===== src/rtl/pclk_pkg.sv =====
package pclk_pkg;

   typedef enum logic [1:0] {
      VAR_FULL  = 2'd0,
      VAR_TABLE = 2'd1,
      VAR_GATE  = 2'd2
   } pclk_variant_e;

   typedef enum logic [1:0] {
      TBL_SIX      = 2'd0,
      TBL_ONE_TWO  = 2'd1,
      TBL_TWO_FOUR = 2'd2
   } pclk_table_e;

   localparam int NUM_REGS   = 6;
   localparam int REG_SRC    = 0;
   localparam int REG_CLKSEL = 4;
   localparam int REG_DIS    = 5;

   // a divider code is usable when it lies in 1..6
   function automatic logic code_ok(input logic [2:0] code);
      return (code != 3'd0) && (code != 3'd7);
   endfunction

endpackage


===== src/rtl/pclk_regs.sv =====
module pclk_regs import pclk_pkg::*; #(
   parameter int            DW      = 32,
   parameter int            AW      = 5,
   parameter int            RST_IDX = 1,
   parameter logic [DW-1:0] RST_VAL = '0
) (
   input  logic                             clk_i,
   input  logic                             rst_ni,
   input  logic                             wr_i,
   input  logic [AW-1:0]                    addr_i,
   input  logic [DW-1:0]                    wdata_i,
   output logic [DW-1:0]                    rdata_o,
   output logic [NUM_REGS-1:0][DW-1:0]      cfg_o
);

   localparam int IW = AW - 2;

   logic          aligned;
   logic [IW-1:0] word_idx;

   assign aligned  = (addr_i[1:0] == 2'b00);
   assign word_idx = addr_i[AW-1:2];

   always_ff @(posedge clk_i or negedge rst_ni) begin
      if (!rst_ni) begin
         for (int r = 0; r < NUM_REGS; r++)
            cfg_o[r] <= (r == RST_IDX) ? RST_VAL : '0;
      end else if (wr_i && aligned) begin
         for (int r = 0; r < NUM_REGS; r++)
            if (word_idx == IW'(r)) cfg_o[r] <= wdata_i;
      end
   end

   always_comb begin
      rdata_o = '0;
      if (aligned)
         for (int k = 0; k < NUM_REGS; k++)
            if (word_idx == IW'(k)) rdata_o = cfg_o[k];
   end

endmodule


===== src/rtl/pclk_srcsel.sv =====
module pclk_srcsel #(
   parameter  int NIN         = 5,
   parameter  int SYNC_STAGES = 2,
   localparam int SW          = $clog2(NIN)
) (
   input  logic           clk_i,
   input  logic           rst_ni,
   input  logic [NIN-1:0] src_i,
   input  logic [SW-1:0]  sel_i,
   output logic           lvl_o
);

   logic [NIN-1:0] synced;

   for (genvar g = 0; g < NIN; g++) begin : g_sync
      logic [SYNC_STAGES-1:0] pipe_q;
      always_ff @(posedge clk_i or negedge rst_ni) begin
         if (!rst_ni) pipe_q <= '0;
         else         pipe_q <= {pipe_q[SYNC_STAGES-2:0], src_i[g]};
      end
      assign synced[g] = pipe_q[SYNC_STAGES-1];
   end

   always_comb begin
      lvl_o = 1'b0;
      for (int k = 0; k < NIN; k++)
         if (sel_i == SW'(k)) lvl_o = synced[k];
   end

endmodule


===== src/rtl/pclk_shaper.sv =====
module pclk_shaper #(
   parameter int SW   = 3,
   parameter int CNTW = 6
) (
   input  logic            clk_i,
   input  logic            rst_ni,
   input  logic            src_lvl_i,
   input  logic [SW-1:0]   req_sel_i,
   input  logic [CNTW-1:0] ratio_i,
   input  logic            ratio_ok_i,
   input  logic            dis_i,
   output logic [SW-1:0]   cur_sel_o,
   output logic            div_q_o,
   output logic            gate_en_o,
   output logic [CNTW-1:0] act_n_o,
   output logic            hold_o,
   output logic            clk_o
);

   typedef enum logic {ST_HOLD, ST_RUN} shp_state_e;

   shp_state_e      st_q;
   logic            src_q, div_q, gate_en_q, clk_q;
   logic [CNTW-1:0] cnt_q, act_n_q;
   logic [SW-1:0]   cur_sel_q;
   logic            src_edge, stop_req;

   // both edges of the source count, so a ratio N means N half-periods per phase
   assign src_edge = (src_lvl_i != src_q) && (st_q == ST_RUN);
   assign stop_req = !ratio_ok_i || (req_sel_i != cur_sel_q);

   always_ff @(posedge clk_i or negedge rst_ni) begin
      if (!rst_ni) begin
         st_q      <= ST_HOLD;
         src_q     <= 1'b0;
         div_q     <= 1'b0;
         cnt_q     <= '0;
         act_n_q   <= CNTW'(1);
         cur_sel_q <= '0;
         gate_en_q <= 1'b1;
         clk_q     <= 1'b0;
      end else begin
         src_q <= src_lvl_i;
         if (!div_q) gate_en_q <= !dis_i;
         clk_q <= div_q & gate_en_q;
         unique case (st_q)
            ST_HOLD: begin
               if (stop_req) begin
                  cur_sel_q <= req_sel_i;
               end else begin
                  st_q    <= ST_RUN;
                  act_n_q <= ratio_i;
                  cnt_q   <= '0;
               end
            end
            ST_RUN: begin
               if (stop_req && !div_q) begin
                  st_q      <= ST_HOLD;
                  cur_sel_q <= req_sel_i;
                  cnt_q     <= '0;
               end else if (src_edge) begin
                  if (cnt_q == act_n_q - CNTW'(1)) begin
                     cnt_q <= '0;
                     div_q <= !div_q;
                     if (!div_q) act_n_q <= ratio_i;
                  end else begin
                     cnt_q <= cnt_q + CNTW'(1);
                  end
               end
            end
            default: st_q <= ST_HOLD;
         endcase
      end
   end

   assign cur_sel_o = cur_sel_q;
   assign div_q_o   = div_q;
   assign gate_en_o = gate_en_q;
   assign act_n_o   = act_n_q;
   assign hold_o    = (st_q == ST_HOLD);
   assign clk_o     = clk_q;

endmodule


===== src/rtl/pclk_chain.sv =====
module pclk_chain import pclk_pkg::*; #(
   parameter pclk_variant_e VARIANT     = VAR_FULL,
   parameter pclk_table_e   TABLE_MODE  = TBL_SIX,
   parameter int            NREF        = 4,
   parameter int            DW          = 32,
   parameter int            AW          = 5,
   parameter int            DIV_REG     = 1,
   parameter int            DIV1_LSB    = 0,
   parameter int            DIV2_LSB    = 3,
   parameter int            SRC_LSB     = 0,
   parameter int            BYP_BIT     = 0,
   parameter int            GATE_BIT    = 0,
   parameter int            SYNC_STAGES = 2
) (
   input  logic            clk_i,
   input  logic            rst_ni,
   input  logic [NREF-1:0] ref_clk_i,
   input  logic            xtal_i,
   input  logic            bus_wr_i,
   input  logic [AW-1:0]   bus_addr_i,
   input  logic [DW-1:0]   bus_wdata_i,
   output logic [DW-1:0]   bus_rdata_o,
   output logic            pclk_o
);

   localparam int SEL_W    = $clog2(NREF);
   localparam int NSRC     = NREF + 1;
   localparam int SW       = $clog2(NSRC);
   localparam int CODE_W   = 3;
   localparam int CNTW     = 2 * CODE_W;
   localparam int XTAL_IDX = NREF;
   localparam logic [DW-1:0] DIV_RST = (DW'(1) << DIV1_LSB) | (DW'(1) << DIV2_LSB);

   if ((1 << SEL_W) != NREF || NREF < 2) begin : g_bad_nref
      $error("NREF must be a power of two of at least 2");
   end
   if (DIV_REG < 1 || DIV_REG > 3) begin : g_bad_divreg
      $error("DIV_REG must name one of the three divider words");
   end
   if (DIV1_LSB + CODE_W > DW || DIV2_LSB + CODE_W > DW || SRC_LSB + SEL_W > DW) begin : g_bad_field
      $error("a control field lies outside the register width");
   end
   if (SYNC_STAGES < 2 || AW < 5) begin : g_bad_misc
      $error("need at least two synchroniser stages and a 5-bit address");
   end

   logic [NUM_REGS-1:0][DW-1:0] cfg;

   pclk_regs #(.DW(DW), .AW(AW), .RST_IDX(DIV_REG), .RST_VAL(DIV_RST)) u_regs (
      .clk_i   (clk_i),
      .rst_ni  (rst_ni),
      .wr_i    (bus_wr_i),
      .addr_i  (bus_addr_i),
      .wdata_i (bus_wdata_i),
      .rdata_o (bus_rdata_o),
      .cfg_o   (cfg)
   );

   logic              byp, dis;
   logic [SEL_W-1:0]  src_field;
   logic [CODE_W-1:0] code_a, code_b;
   logic [SW-1:0]     req_sel;
   logic [CNTW-1:0]   ratio;
   logic              ratio_ok;

   assign byp       = cfg[REG_CLKSEL][BYP_BIT];
   assign dis       = cfg[REG_DIS][GATE_BIT];
   assign src_field = cfg[REG_SRC][SRC_LSB +: SEL_W];
   assign code_a    = cfg[DIV_REG][DIV1_LSB +: CODE_W];
   assign code_b    = cfg[DIV_REG][DIV2_LSB +: CODE_W];

   if (VARIANT == VAR_FULL) begin : g_full
      assign req_sel  = byp ? SW'(XTAL_IDX) : SW'(src_field);
      assign ratio    = CNTW'(code_a) * CNTW'(code_b);
      assign ratio_ok = code_ok(code_a) && code_ok(code_b);
   end else if (VARIANT == VAR_TABLE) begin : g_table
      assign req_sel = byp ? SW'(XTAL_IDX) : SW'(src_field);
      if (TABLE_MODE == TBL_SIX) begin : g_six
         assign ratio    = CNTW'(code_a);
         assign ratio_ok = code_ok(code_a);
      end else if (TABLE_MODE == TBL_ONE_TWO) begin : g_one_two
         assign ratio    = code_a[0] ? CNTW'(2) : CNTW'(1);
         assign ratio_ok = 1'b1;
      end else begin : g_two_four
         assign ratio    = code_a[0] ? CNTW'(4) : CNTW'(2);
         assign ratio_ok = 1'b1;
      end
   end else begin : g_gate
      assign req_sel  = SW'(XTAL_IDX);
      assign ratio    = CNTW'(1);
      assign ratio_ok = 1'b1;
   end

   logic unused_cfg;
   assign unused_cfg = ^{cfg, byp, src_field, code_a, code_b};

   logic src_lvl;

   pclk_srcsel #(.NIN(NSRC), .SYNC_STAGES(SYNC_STAGES)) u_srcsel (
      .clk_i  (clk_i),
      .rst_ni (rst_ni),
      .src_i  ({xtal_i, ref_clk_i}),
      .sel_i  (cur_sel),
      .lvl_o  (src_lvl)
   );

   logic [SW-1:0]   cur_sel;
   logic            div_q, gate_en, hold;
   logic [CNTW-1:0] act_n;

   pclk_shaper #(.SW(SW), .CNTW(CNTW)) u_shaper (
      .clk_i      (clk_i),
      .rst_ni     (rst_ni),
      .src_lvl_i  (src_lvl),
      .req_sel_i  (req_sel),
      .ratio_i    (ratio),
      .ratio_ok_i (ratio_ok),
      .dis_i      (dis),
      .cur_sel_o  (cur_sel),
      .div_q_o    (div_q),
      .gate_en_o  (gate_en),
      .act_n_o    (act_n),
      .hold_o     (hold),
      .clk_o      (pclk_o)
   );

endmodule


===== config.mk =====
export PLATFORM = sky130hd
export DESIGN_NAME = pclk_chain
export DESIGN_NICKNAME = d
export VERILOG_FILES = /design/src/rtl/pclk_pkg.sv /design/src/rtl/pclk_regs.sv /design/src/rtl/pclk_srcsel.sv /design/src/rtl/pclk_shaper.sv /design/src/rtl/pclk_chain.sv
export SDC_FILE = /design/constraint.sdc
export NUM_CORES = 1
export LEC_CHECK = 0
export BUFFER_PORTS_ARGS = -buffer_cell sky130_fd_sc_hd__buf_2
export CAP_MARGIN = 20
export CORE_ASPECT_RATIO = 0.8
export CORE_MARGIN = 2
export CORE_UTILIZATION = 40
export DETAILED_ROUTE_END_ITERATION = 10
export PLACE_DENSITY = 0.61
export REMOVE_ABC_BUFFERS = 1
export SYNTH_ARGS = -nofsm -noshare
export SYNTH_HDL_FRONTEND = slang
export SYNTH_SLANG_ARGS = --single-unit
export TNS_END_PERCENT = 50

===== constraint.sdc =====
create_clock -name clk_i -period 4.7 [get_ports clk_i]
set_input_delay 0.94 -clock clk_i [delete_from_list [all_inputs] [get_ports clk_i]]
set_output_delay 0.94 -clock clk_i [all_outputs]
set_load 0.005 [all_outputs]

==> results of run 1 <==
-- metal layers --
| metal | global-route usage (%) | vias up | routed length (um) |
|---|---|---|---|
| met5 | 0 | - | 27 |
| met4 | 4.07 | 4 | 384 |
| met3 | 3.17 | 30 | 966 |
| met2 | 28.5 | 125 | 10200 |
| met1 | 25.5 | 3229 | 11300 |
| li1 | - | 2879 | - |
-- worst max-delay path by stage --
stage / startpoint / endpoint / slack [ns] / cells after the start
6_report: bus_addr_i[3] / bus_rdata_o[3] / 1.11 / 5
5_1_grt: bus_addr_i[2] / bus_rdata_o[13] / 1.04 / 5
4_1_cts: bus_addr_i[3] / bus_rdata_o[3] / 1.14 / 5
3_5_place_dp: bus_addr_i[3] / bus_rdata_o[3] / 1.14 / 5
3_3_place_gp: bus_addr_i[1] / u_regs.cfg_o[158] / 1.16 / 5
2_1_floorplan: bus_addr_i[3] / u_regs.cfg_o[33] / -0.07 / 3
-- per-stage QoR --
stage	utilization [%]	hold WS (ns)
floorplan	-	0.331
global placement	43.7	0.334
detailed placement	43.7	0.336
CTS	46.9	0.355
global route	46.9	0.354
finish	46.9	0.352
-- Yosys cell counts, drive strengths merged, types with 6 or more instances --
library cell | number | area share [%]
dfrtp | 218 | 55
mux2 | 197 | 23
a22oi | 93 | 7.1
a31oi | 33 | 2.3
clkbuf | 24 | 0.91
buf | 21 | 0.96
nand2 | 21 | 0.82
inv | 17 | 0.65
xnor2 | 8 | 0.71
ha | 7 | 0.89
nand3 | 7 | 0.35
and2 | 6 | 0.38
nor2 | 6 | 0.23
nor3 | 6 | 0.30
-- worst max-delay path: stages --
cell,delay (ns)
buf_2,0.15
and3b_2,0.80
a22oi_1,0.20
a31oi_1,0.37
buf_2,0.18
-- state kept, by name (all words and copies together) (netlist names) --
name	cells
u_shaper.st_q	1
u_srcsel.g_sync.pipe_q	10
u_shaper.clk_o	1
u_shaper.cur_sel_o	3
u_shaper.div_q_o	1
u_shaper.gate_en_o	1
u_shaper.cnt_q	6
u_regs.cfg_o	192
u_shaper.act_n_o	6
u_shaper.src_q	1
-- kinds of logic after synthesis --
kind of cell / count (synthesis)
mux: 203
simple gates: 70
xor+xnor: 10
buf+inv: 62
fa+ha+maj: 9
compound gates: 153
flops: 222
-- layout by cell type, fill, tap and decap left out, drive strengths merged, types with 2 or more instances in the layout --
| master | count |
|---|---|
| a31oi | 33 |
| nor2 | 6 |
| and3 | 4 |
| o21bai | 2 |
| xnor2 | 8 |
| nand4 | 3 |
| nand3 | 7 |
| dfrtp | 218 |
| a22oi | 93 |
| nand2b | 4 |
| nand3b | 2 |
| bufinv | 2 |
| and3b | 3 |
| inv | 18 |
| a21oi | 5 |
| fa | 2 |
| mux2i | 5 |
| and2 | 6 |
| mux2 | 197 |
| o31ai | 4 |
| o22ai | 3 |
| clkinv | 4 |
| buf | 89 |
| nor3b | 4 |
| dfstp | 4 |
| clkinvlp | 2 |
| o21ai | 3 |
| nor3 | 6 |
| ha | 7 |
| xor2 | 2 |
| clkbuf | 33 |
| nand2 | 21 |
-- power breakdown --
part	internal, mW	switching, mW
clock	1.09	0.770
combinational	0.393	0.351
sequential	2.27	0.208
-- layout make-up --
| cell class | count | area share [%] |
|---|---|---|
| inverter | 17 | 0.560 |
| clock buffer | 33 | 5.73 |
| tap | 318 | 3.49 |
| multi-input combinational | 445 | 36.1 |
| sequential | 222 | 48.8 |
| antenna | 1 | 0.0219 |
| clock inverter | 9 | 1.01 |
| timing repair buffer | 89 | 4.37 |
==> summary.md, run 1 <==
| Metric | Value |
|---|---|
| Placed Area | between 10000 and 15000 um2 |
| EDFF count, synth | 0 |
| Status | finished, final reports clean |
| Final instance area | roughly 11000 um2 |
| Count of hold-fix buffers inserted at cts | 0 |
| Total track usage | 17.8% |
| Final Net Count | 852 |
| Max-Cap Viols | 0 |
| Power density over cell area | 445 nW/um2 |
| Fraction of the mapped netlist area in adder cells | 1.29% |
| Share of layout cells above drive strength 1 | 33.5% |
| Die ar. | 26000 um2 |
| Register area share after synthesis | 56.3% |
| Highest net fanout along the worst path | 33 |
| Routability cong. | 0.731 |
| FF-to-FF path depth | 8 |
| Hold path startpoint | u_srcsel.g_sync[1].pipe_q[0] |
| CTS Sinks | 222 |
| Chip width | 180 um |
| Worst slack, placed | 1.14 ns |
| Antenna viol nets, final | 0 |
| Leakage | 5.18 nW |
| Critical path capture point type | output port |
| Starting density of the core | 40.7% |
| IO Count | 78 |
| Slew headroom | 26.9% |
| Clock H-tree levels | 1 |
| Final setup margin | 1.11 ns |
| CP startpoint kind | input pin |
| Die Ht | 145 um |
| Number of global-route vias before repair | 6447 |
| Buffers on Ports | 77 |
| Register Area | 5560 um2 |
| Maximum clock frequency | 0.279 GHz |
| CTS Buf Count | 23 |
| Largest family of logic cells by synthesized area | multiplexers |
| Distinct cell type count after synthesis | 55 |
| WS Path Type | input pin to output port |
| Synth Warn # | 0 |
| Filler cell count | 2180 |
| Reg2reg end | u_shaper.act_n_o[4] |
| Min-Delay Path Depth | 0 |
| Final Skew | 0.0124 ns |
| Mapped Area | 9880 um2 |
| Hold EP | u_srcsel.g_sync[1].pipe_q[1] |
| First-pass GRT wire length | 36.7 mm |
| Peak VDD IR | approximately 0.31 mV |
| Synth Area in Simple Gates | around 3.8% |
| Area grow syn2layout | 15.4% |
| # setup viols final | 0 |
| Post-CTS Setup Inserts | 0 |
| Inst Count DP | between 1000 and 1500 |
| Core area | 24300 um2 |
| Std cell rows | between 50 and 60 |
| Total Wirelength | 22.8 mm |
| Post-synth top flop | dfrtp_1 |
| R2R setup slack | 2.35 ns |
| Final Slew Violations | 0 |
| Clock insertion delay at the later pin of the skew report | around 0.53 ns |
| Min Tclk post-route | 3.59 ns |
| WP data arrival | between 2 and 3 ns |
| Overflow after GRT | 0 |
| Initial antenna violation count | 3 |
| Drt drc | 0 |
| Final cycle utilization of the critical path | between 70% and 80% |
| Post-synthesis mux area share | a little under a quarter |
| Clk buf depth | 3 |
| Min-delay worst type | flip-flop to flip-flop |
| FF+latch count, synth | 222 |
| Multi-input logic area | ~4100 um2 |
| Setup TNS Final | 0 ns |
| FF-to-FF Start | u_regs.cfg_o[35] |
| Detailed-placement wirelength estimate | ~13 mm |
| Slew @ Worst Pin | 1.09 ns |
| Compound-Gate Fraction of Synth Area | 11.9% |
| Vias | 6267 |
| RSZ-0062 raised after global routing | no |
| Root Buffer | clkbuf_16 |
| 1st-iter DRT viols | 335 |
| CTS resizes | 0 |
| Layout Cells excl Fill | 1134 |
| Data required, critical path | ~3.8 ns |
| Drt pass-1 iters | 5 |
| CTS tree | built |
| Post-synthesis cell count | around 730 |
| Clock slew at reported path FFs | approximately 0.060 ns |
| Fraction of registers with async set/reset | between 90% and 100% |
| Largest net degree at the start of global routing | 100 |
| Total Power Consumption | ~5.1 mW |
| Mean area per synthesized cell | around 14 um2 |
| Vias per cell | 5.53 |
| Routed len/inst | 20.1 um |
| Xor/xnor share of the synthesized area | 0.962% |
| Final hold viol count | 0 |
(Power assumes the default switching activity.)
==> inputs of run 2 (changes only) <==
Settings changed: ABC_AREA from default to 1, PLACE_DENSITY 0.61 to 0.63.
Clock period 4.7 ns to 3.1 ns, I/O delays scaled along.
==> run 2 against run 1 <==
  * Sequential power rose by 50%
  * Wire length rose by 8.7%
  * Cell area fell by 0.44%
  * Clock-buffer cell count rose by 5
  * Critical path depth rose by 2
  * Flip-flop and latch count did not move
  * Die area fell by 0.90%
  * Area after synthesis fell by 0.92%
  * Combinational power rose by 48%
  * Largest cell class unchanged
==> summary.md, run 2 <==
| Metric | Value |
|---|---|
| Status | finished, final reports clean |
| Vias per cell | 5.21 (-5.8%) |
| Reg2reg end | u_shaper.act_n_o[4] |
| Routing usage on met2 | 32.0% (+3.6 points) |
| Starting density of the core | 40.5% (-0.16 points) |
| Final Skew | 0.00795 ns (-0.00442 ns) |
| Post-synthesis cell count | 1108 (+52%) |
| Top cells by count, synth | 322 x nand2_1, 218 x dfrtp_1, 189 x o21ai_0 |
| Fraction of registers with async set/reset | 100% (unchanged) |
| Detailed-placement wirelength estimate | 15.3 mm (+17%) |
| Vias | 7850 (+25%) |
| Post-CTS Setup Inserts | 0 (unchanged) |
| Clk buf depth | 3 (unchanged) |
| Total Power Consumption | 7.44 mW (+47%) |
| CP cell instances | buf_2 -> inv_2 -> nor3_4 -> inv_2 -> o21ai_0 -> a31oi_1 -> buf_2 |
| Drt pass-1 iters | 5 (unchanged) |
| Buffers on Ports | 77 (unchanged) |
| CP max stage cell | inv_2 |
| CTS resizes | 0 (unchanged) |
| Peak VDD IR | 0.347 mV (+11%) |
| Largest net degree at the start of global routing | 81 (-19%) |
| Share of layout cells above drive strength 1 | 13.6% (-20 points) |
| Post-synth top flop | dfrtp_1 |
| Area share of the largest cell type after synthesis | 55.7% (+0.51 points) |
| Xor/xnor share of the synthesized area | 0.984% (+0.022 points) |
| Total Wirelength | 24.8 mm (+8.7%) |
| RSZ-0062 raised after global routing | no |
| Ranking of synthesized cells by area | dfrtp_1 56%, nand2_1 12%, o21ai_0 9.7% |
| Final Slew Violations | 0 (unchanged) |
| Post-synthesis mux area share | 0% (-23 points) |
| Std cell rows | 51 (unchanged) |
| WP buf/inv | 4 (+2) |
| Worst slack, placed | 0.424 ns (-0.712 ns) |
| GR peak layer | met2 |
| Chip width | 179 um (-0.45%) |
| FF+latch count, synth | 222 (unchanged) |
| Most flop-heavy register | u_regs.cfg_o |
| WS Path Type | input pin to output port |
| Critical path capture point type | output port |
| Area grow syn2layout | 15.9% |
| Overflow after GRT | 0 (unchanged) |
| Clock slew at reported path FFs | 0.06 ns (about the same) |
| Mean area per synthesized cell | 8.84 um2 (-35%) |
| Final setup margin | 0.405 ns (-0.710 ns) |
| Routability cong. | 0.783 (+7.2%) |
| Final cycle utilization of the critical path | 86.9% |
| Core area | 24200 um2 (-0.53%) |
| CTS Sinks | 222 (unchanged) |
| Hold_ws | 0.0841 ns (-0.268 ns) |
| Final instance area | 11400 um2 (-0.44%) |
| EDFF count, synth | 0 (unchanged) |
| Min Tclk post-route | 2.70 ns |
| Die ar. | 25800 um2 (-0.90%) |
| Top Registers | u_regs.cfg_o x192, u_srcsel.g_sync.pipe_q x10 |
| CTS Buf Count | 23 (unchanged) |
| Fin util | 46.9% (about the same) |
| Count leader, synth | nand2_1 |
| Compound-Gate Fraction of Synth Area | 19.4% (+7.5 points) |
| Power density over cell area | 656 nW/um2 (+47%) |
| Most common cell after layout, fill and taps aside | nand2_1 |
| Routed len/inst | 16.4 um (-18%) |
| Die Ht | 144 um (-0.45%) |
| CP startpoint kind | input pin |
| Setup TNS Final | 0 ns (unchanged) |
| Synth Area in Simple Gates | 16.1% (+12 points) |
| Filler cell count | 2350 (+7.8%) |
| Inst Count DP | 1466 (+34%) |
| Synth Warn # | 0 (unchanged) |
| IO Count | 78 (unchanged) |
| Placed Area | 10600 um2 (about the same) |
| Clock insertion delay at the later pin of the skew report | 0.52 ns (about the same) |
| First-pass GRT wire length | 40.8 mm (+11%) |
| Drt drc | 0 (unchanged) |
| WP data arrival | 2.08 ns (-0.57 ns) |
| Fraction of the mapped netlist area in adder cells | 1.30% (+0.012 points) |
| FF-to-FF path depth | 9 (+1) |
| Highest net fanout along the worst path | 31 (-6.1%) |
| Slew @ Worst Pin | 0.650 ns (-0.442 ns) |
| Max-Cap Viols | 0 (unchanged) |
| Clock H-tree levels | 1 (unchanged) |
| Top delay family on crit path | buffers and inverters |
| Most frequent cells in the layout | 322 x nand2_1, 218 x dfrtp_1, 189 x o21ai_0, 76 x buf_2, 69 x inv_1 |
| Slew headroom | 56.6% (+30 points) |
| GR Util met1 | 28.7% (+3.2 points) |
| Register area share after synthesis | 56.8% (+0.52 points) |
| Count of hold-fix buffers inserted at cts | 0 (unchanged) |
| Distinct cell type count after synthesis | 32 (-42%) |
| Root Buffer | clkbuf_16 |
| Antenna viol nets, final | 0 (unchanged) |
| 1st-iter DRT viols | 565 (+69%) |
| Final hold viol count | 0 (unchanged) |
| Number of global-route vias before repair | 7626 (+18%) |
| Largest family of logic cells by synthesized area | compound AO/OA/AOI/OAI gates |
| Final Net Count | 1227 (+44%) |
| GR met3 Demand/Resource | 2.94% (-0.24 points) |
| Min-delay worst type | input pin to asynchronous set/reset pin |
| Initial antenna violation count | 0 (-3) |
| CTS tree | built |
| Mapped Area | 9790 um2 (-0.92%) |
| Worst path max stage delay | 0.48 ns (-0.32 ns) |
| Number of flip-flops under the largest register name | 192 (unchanged) |
| Yosys top cell by area | dfrtp_1 |
| FF-to-FF Start | u_regs.cfg_o[35] |
| Layout Cells excl Fill | 1508 (+33%) |
| R2R setup slack | 0.84 ns (-1.51 ns) |
| Maximum clock frequency | 0.371 GHz |
| Total track usage | 20.0% (+2.2 points) |
| Data required, critical path | 2.48 ns (-1.28 ns) |
| Leakage | 5.46 nW (+5.5%) |
| N_diodes | 0 (-1) |
| # setup viols final | 0 (unchanged) |
run 2: changes by cell type after synthesis, sizes merged, moves of 19 or more:
cell    change
nand2     +307
o21ai     +226
inv        +60
nor2       +19
mux2      -197
a21oi      +39
clkbuf     +27
a22oi      -55
run 2: how the worst max path moves through the flow:
stage	startpoint	endpoint	slack (ns)	depth (start not counted)
6_report	bus_addr_i[2]	bus_rdata_o[5]	0.40	7
5_1_grt	bus_addr_i[4]	bus_rdata_o[5]	0.29	7
4_1_cts	bus_addr_i[2]	bus_rdata_o[5]	0.42	7
3_5_place_dp	bus_addr_i[4]	bus_rdata_o[5]	0.42	7
3_3_place_gp	bus_addr_i[4]	bus_rdata_o[31]	0.46	10
2_1_floorplan	bus_addr_i[2]	u_regs.cfg_o[65]	0.33	3
run 2: cell type report:
| cell class | instances | area, um2 | area share, % |
|---|---|---|---|
| Sequential cell | 222 | 5560 | 49.0 |
| Clock inverter | 4 | 40.0 | 0.353 |
| Clock buffer | 38 | 672 | 5.92 |
| Tap cell | 318 | 398 | 3.50 |
| Timing Repair Buffer | 101 | 688 | 6.06 |
| Multi-Input combinational cell | 747 | 3700 | 32.6 |
| Inverter | 78 | 293 | 2.58 |
run 2: routing by layer:
metal	vias to the layer above	part of all wire [%]	wire, um
li1	3841	-	-
met1	3759	48	11800
met2	211	45	11200
met3	39	5.4	1330
met4	0	1.9	469
met5	-	0	0
run 2: power by group:
| group | internal, mW | switching (mW) | total [mW] |
|---|---|---|---|
| Clock | 1.49 | 1.12 | 2.61 |
| Sequential | 3.41 | 0.312 | 3.73 |
| Combinational | 0.438 | 0.665 | 1.10 |
run 2: logic make-up after synthesis:
kind of cell,count (synthesis)
adder cells (fa/ha/maj),9
flip-flops,222
buffers and inverters,139
AND/OR/NAND/NOR,383
XOR/XNOR,11
AO/OA/AOI/OAI,344
==> inputs of run 3 (changes only) <==
Settings changed: CELL_PAD_IN_SITES_DETAIL_PLACEMENT from default to 1, CELL_PAD_IN_SITES_GLOBAL_PLACEMENT from default to 2, CORE_UTILIZATION 40 to 33, PLACE_DENSITY 0.63 to 0.79.
==> run 3 against run 2 <==
  * Maximum frequency increased by 0.91%
  * First-iteration DRC count fell by 42%
  * Largest power group unchanged
  * Largest cell class unchanged
  * Worst setup slack better by 0.024 ns
  * Wire length grew 14%
  * Power increased by 3.3%
  * Sequential share of layout area shrank 0.61 points
==> summary.md, run 3 (synthesis gave the netlist of run 2 again) <==
| Metric | Value |
|---|---|
| Final Net Count | 1229 (+0.16%) |
| Worst path max stage delay | 0.25 ns (-0.23 ns) |
| WP data arrival | 2.05 ns (-0.03 ns) |
| Data required, critical path | 2.48 ns (about the same) |
| Std cell rows | 56 (+9.8%) |
| Detailed-placement wirelength estimate | 17.6 mm (+15%) |
| Root Buffer | clkbuf_16 |
| Routability cong. | 0.752 (-3.9%) |
| Min-delay worst type | input pin to asynchronous set/reset pin |
| Count of hold-fix buffers inserted at cts | 0 (unchanged) |
| Inst Count DP | 1525 (+4.0%) |
| CTS tree | built |
| Number of flip-flops under the largest register name | 192 (unchanged) |
| Clk buf depth | 3 (unchanged) |
| Highest net fanout along the worst path | 11 (-65%) |
| Worst Setup SP | bus_addr_i[4] |
| Maximum clock frequency | 0.374 GHz (+0.91%) |
| Clock H-tree levels | 1 (unchanged) |
| 1st-iter DRT viols | 327 (-42%) |
| Reg2reg end | u_shaper.act_n_o[4] |
| Routed len/inst | 18.0 um (+9.4%) |
| Top Registers | u_regs.cfg_o x192, u_srcsel.g_sync.pipe_q x10 |
| Clock insertion delay at the later pin of the skew report | 0.53 ns (about the same) |
| Die ar. | 31100 um2 (+21%) |
| R2R setup slack | 0.75 ns (-0.09 ns) |
| Placed Area | 10700 um2 (+0.81%) |
| Final Skew | 0.00763 ns (-0.000320 ns) |
| Area grow syn2layout | 17.4% |
| Post-CTS Setup Inserts | 0 (unchanged) |
| Fin util | 39.3% (-7.7 points) |
| Layout Cells excl Fill | 1569 (+4.0%) |
| FF-to-FF path depth | 9 (unchanged) |
| Vias | 7860 (+0.13%) |
| Starting density of the core | 33.4% (-7.1 points) |
| Drt drc | 0 (unchanged) |
| Share of layout cells above drive strength 1 | 14.0% (+0.40 points) |
| Largest net degree at the start of global routing | 65 (-20%) |
| Most frequent cells in the layout | 322 x nand2_1, 218 x dfrtp_1, 189 x o21ai_0, 76 x buf_2, 69 x inv_1 |
| Total track usage | 18.8% (-1.3 points) |
| Antenna viol nets, final | 0 (unchanged) |
| Peak VDD IR | 0.407 mV (+17%) |
| Min Tclk post-route | 2.67 ns (-0.0242 ns) |
| Core area | 29300 um2 (+21%) |
| CTS Sinks | 222 (unchanged) |
| RSZ-0062 raised after global routing | no |
| Initial antenna violation count | 0 (unchanged) |
| Final hold viol count | 0 (unchanged) |
| Final instance area | 11500 um2 (+1.3%) |
| Number of global-route vias before repair | 8388 (+10%) |
| Total Wirelength | 28.2 mm (+14%) |
| Setup TNS Final | 0 ns (unchanged) |
| Power density over cell area | 669 nW/um2 (+2.0%) |
| CTS resizes | 0 (unchanged) |
| GR Util met1 | 26.7% (-2.1 points) |
| Buffers on Ports | 77 (unchanged) |
| CP cell instances | buf_2 -> inv_2 -> nand3_1 -> inv_2 -> buf_4 -> a22oi_1 -> a31oi_1 -> buf_2 |
| N_diodes | 0 (unchanged) |
| FF-to-FF Start | u_regs.cfg_o[35] |
| CTS Buf Count | 25 (+8.7%) |
| Slew headroom | 60.5% (+3.9 points) |
| Final Slew Violations | 0 (unchanged) |
| Slew @ Worst Pin | 0.592 ns (-0.0583 ns) |
| GR met3 Demand/Resource | 2.17% (-0.76 points) |
| WP buf/inv | 5 (+1) |
| Critical path capture point type | output port |
| Die Ht | 158 um (+9.8%) |
| Top delay family on crit path | buffers and inverters |
| CP max stage cell | inv_2 |
| Routing usage on met2 | 31.4% (-0.67 points) |
| Final cycle utilization of the critical path | 86.2% (-0.78 points) |
| IO Count | 78 (unchanged) |
| GR peak layer | met2 |
| Status | finished, final reports clean |
| Crit path depth | 8 (+1) |
| Clock slew at reported path FFs | 0.06 ns (about the same) |
| Crit path capture | bus_rdata_o[23] |
| # setup viols final | 0 (unchanged) |
| Leakage | 5.50 nW (+0.62%) |
| Chip width | 197 um (+9.9%) |
| Overflow after GRT | 0 (unchanged) |
| CP startpoint kind | input pin |
| WS Path Type | input pin to output port |
| Most flop-heavy register | u_regs.cfg_o |
| First-pass GRT wire length | 46.4 mm (+14%) |
| Max-Cap Viols | 0 (unchanged) |
| Most common cell after layout, fill and taps aside | nand2_1 |
| Drt pass-1 iters | 4 (-1) |
| Vias per cell | 5.01 (-3.8%) |
run 3: changes by cell type in the layout (fill, tap and decap cells not counted), sizes merged:
cell	change
clkinv	+3
clkbuf	-1
clkinvlp	-1
inv	+1
run 3: final cells by class:
| type | count | area (um2) |
|---|---|---|
| clock buffers | 37 | 711 |
| clock inverters | 7 | 58.8 |
| fillers | 3413 | 17800 |
| inverters | 78 | 293 |
| multi-input cells | 747 | 3700 |
| flip-flops and latches | 222 | 5560 |
| well taps | 377 | 472 |
| repair buffers | 101 | 701 |
run 3: through the flow:
stage               setup slack [ns]  hold WS (ns)  power (mW)
CTS                            0.399        0.0507        7.79
finish                         0.429        0.0367        7.69
global placement               0.433         0.335        4.87
detailed placement             0.403         0.337        4.93
global route                   0.297        0.0631        8.17
floorplan                      0.328         0.324        4.47
run 3: worst min-delay path by stage:
stage	startpoint	end	slack (ns)	cells after the start
after floorplan	rst_ni	u_regs.cfg_o[0]	0.32	0
after global placement	u_srcsel.g_sync[3].pipe_q[0]	u_srcsel.g_sync[3].pipe_q[1]	0.33	0
after detailed placement	u_srcsel.g_sync[2].pipe_q[0]	u_srcsel.g_sync[2].pipe_q[1]	0.34	0
after CTS	rst_ni	u_srcsel.g_sync[0].pipe_q[1]	0.05	1
after global routing	rst_ni	u_srcsel.g_sync[0].pipe_q[1]	0.06	1
final	rst_ni	u_srcsel.g_sync[0].pipe_q[0]	0.04	1
run 3: worst reg2reg max path, cell delays in order, from the launching register on:
cell	delay, ns
dfstp_2	0.60
nand2_1	0.10
fa_1	0.47
inv_1	0.07
ha_1	0.17
inv_1	0.07
fa_1	0.43
xnor2_1	0.19
nand4_1	0.12
nand2_1	0.09
run 3: power by group:
| part | switching (mW) | leakage [nW] | internal [mW] |
|---|---|---|---|
| logic | 0.685 | 2.25 | 0.442 |
| registers | 0.324 | 2.87 | 3.41 |
| clock network | 1.23 | 0.378 | 1.60 |
run 3: metal layers:
| metal | part of all wire (%) | up-vias |
|---|---|---|
| met5 | 0 | - |
| met1 | 50 | 3893 |
| met4 | 1.3 | 0 |
| met3 | 2.6 | 26 |
| li1 | - | 3844 |
| met2 | 46 | 97 |
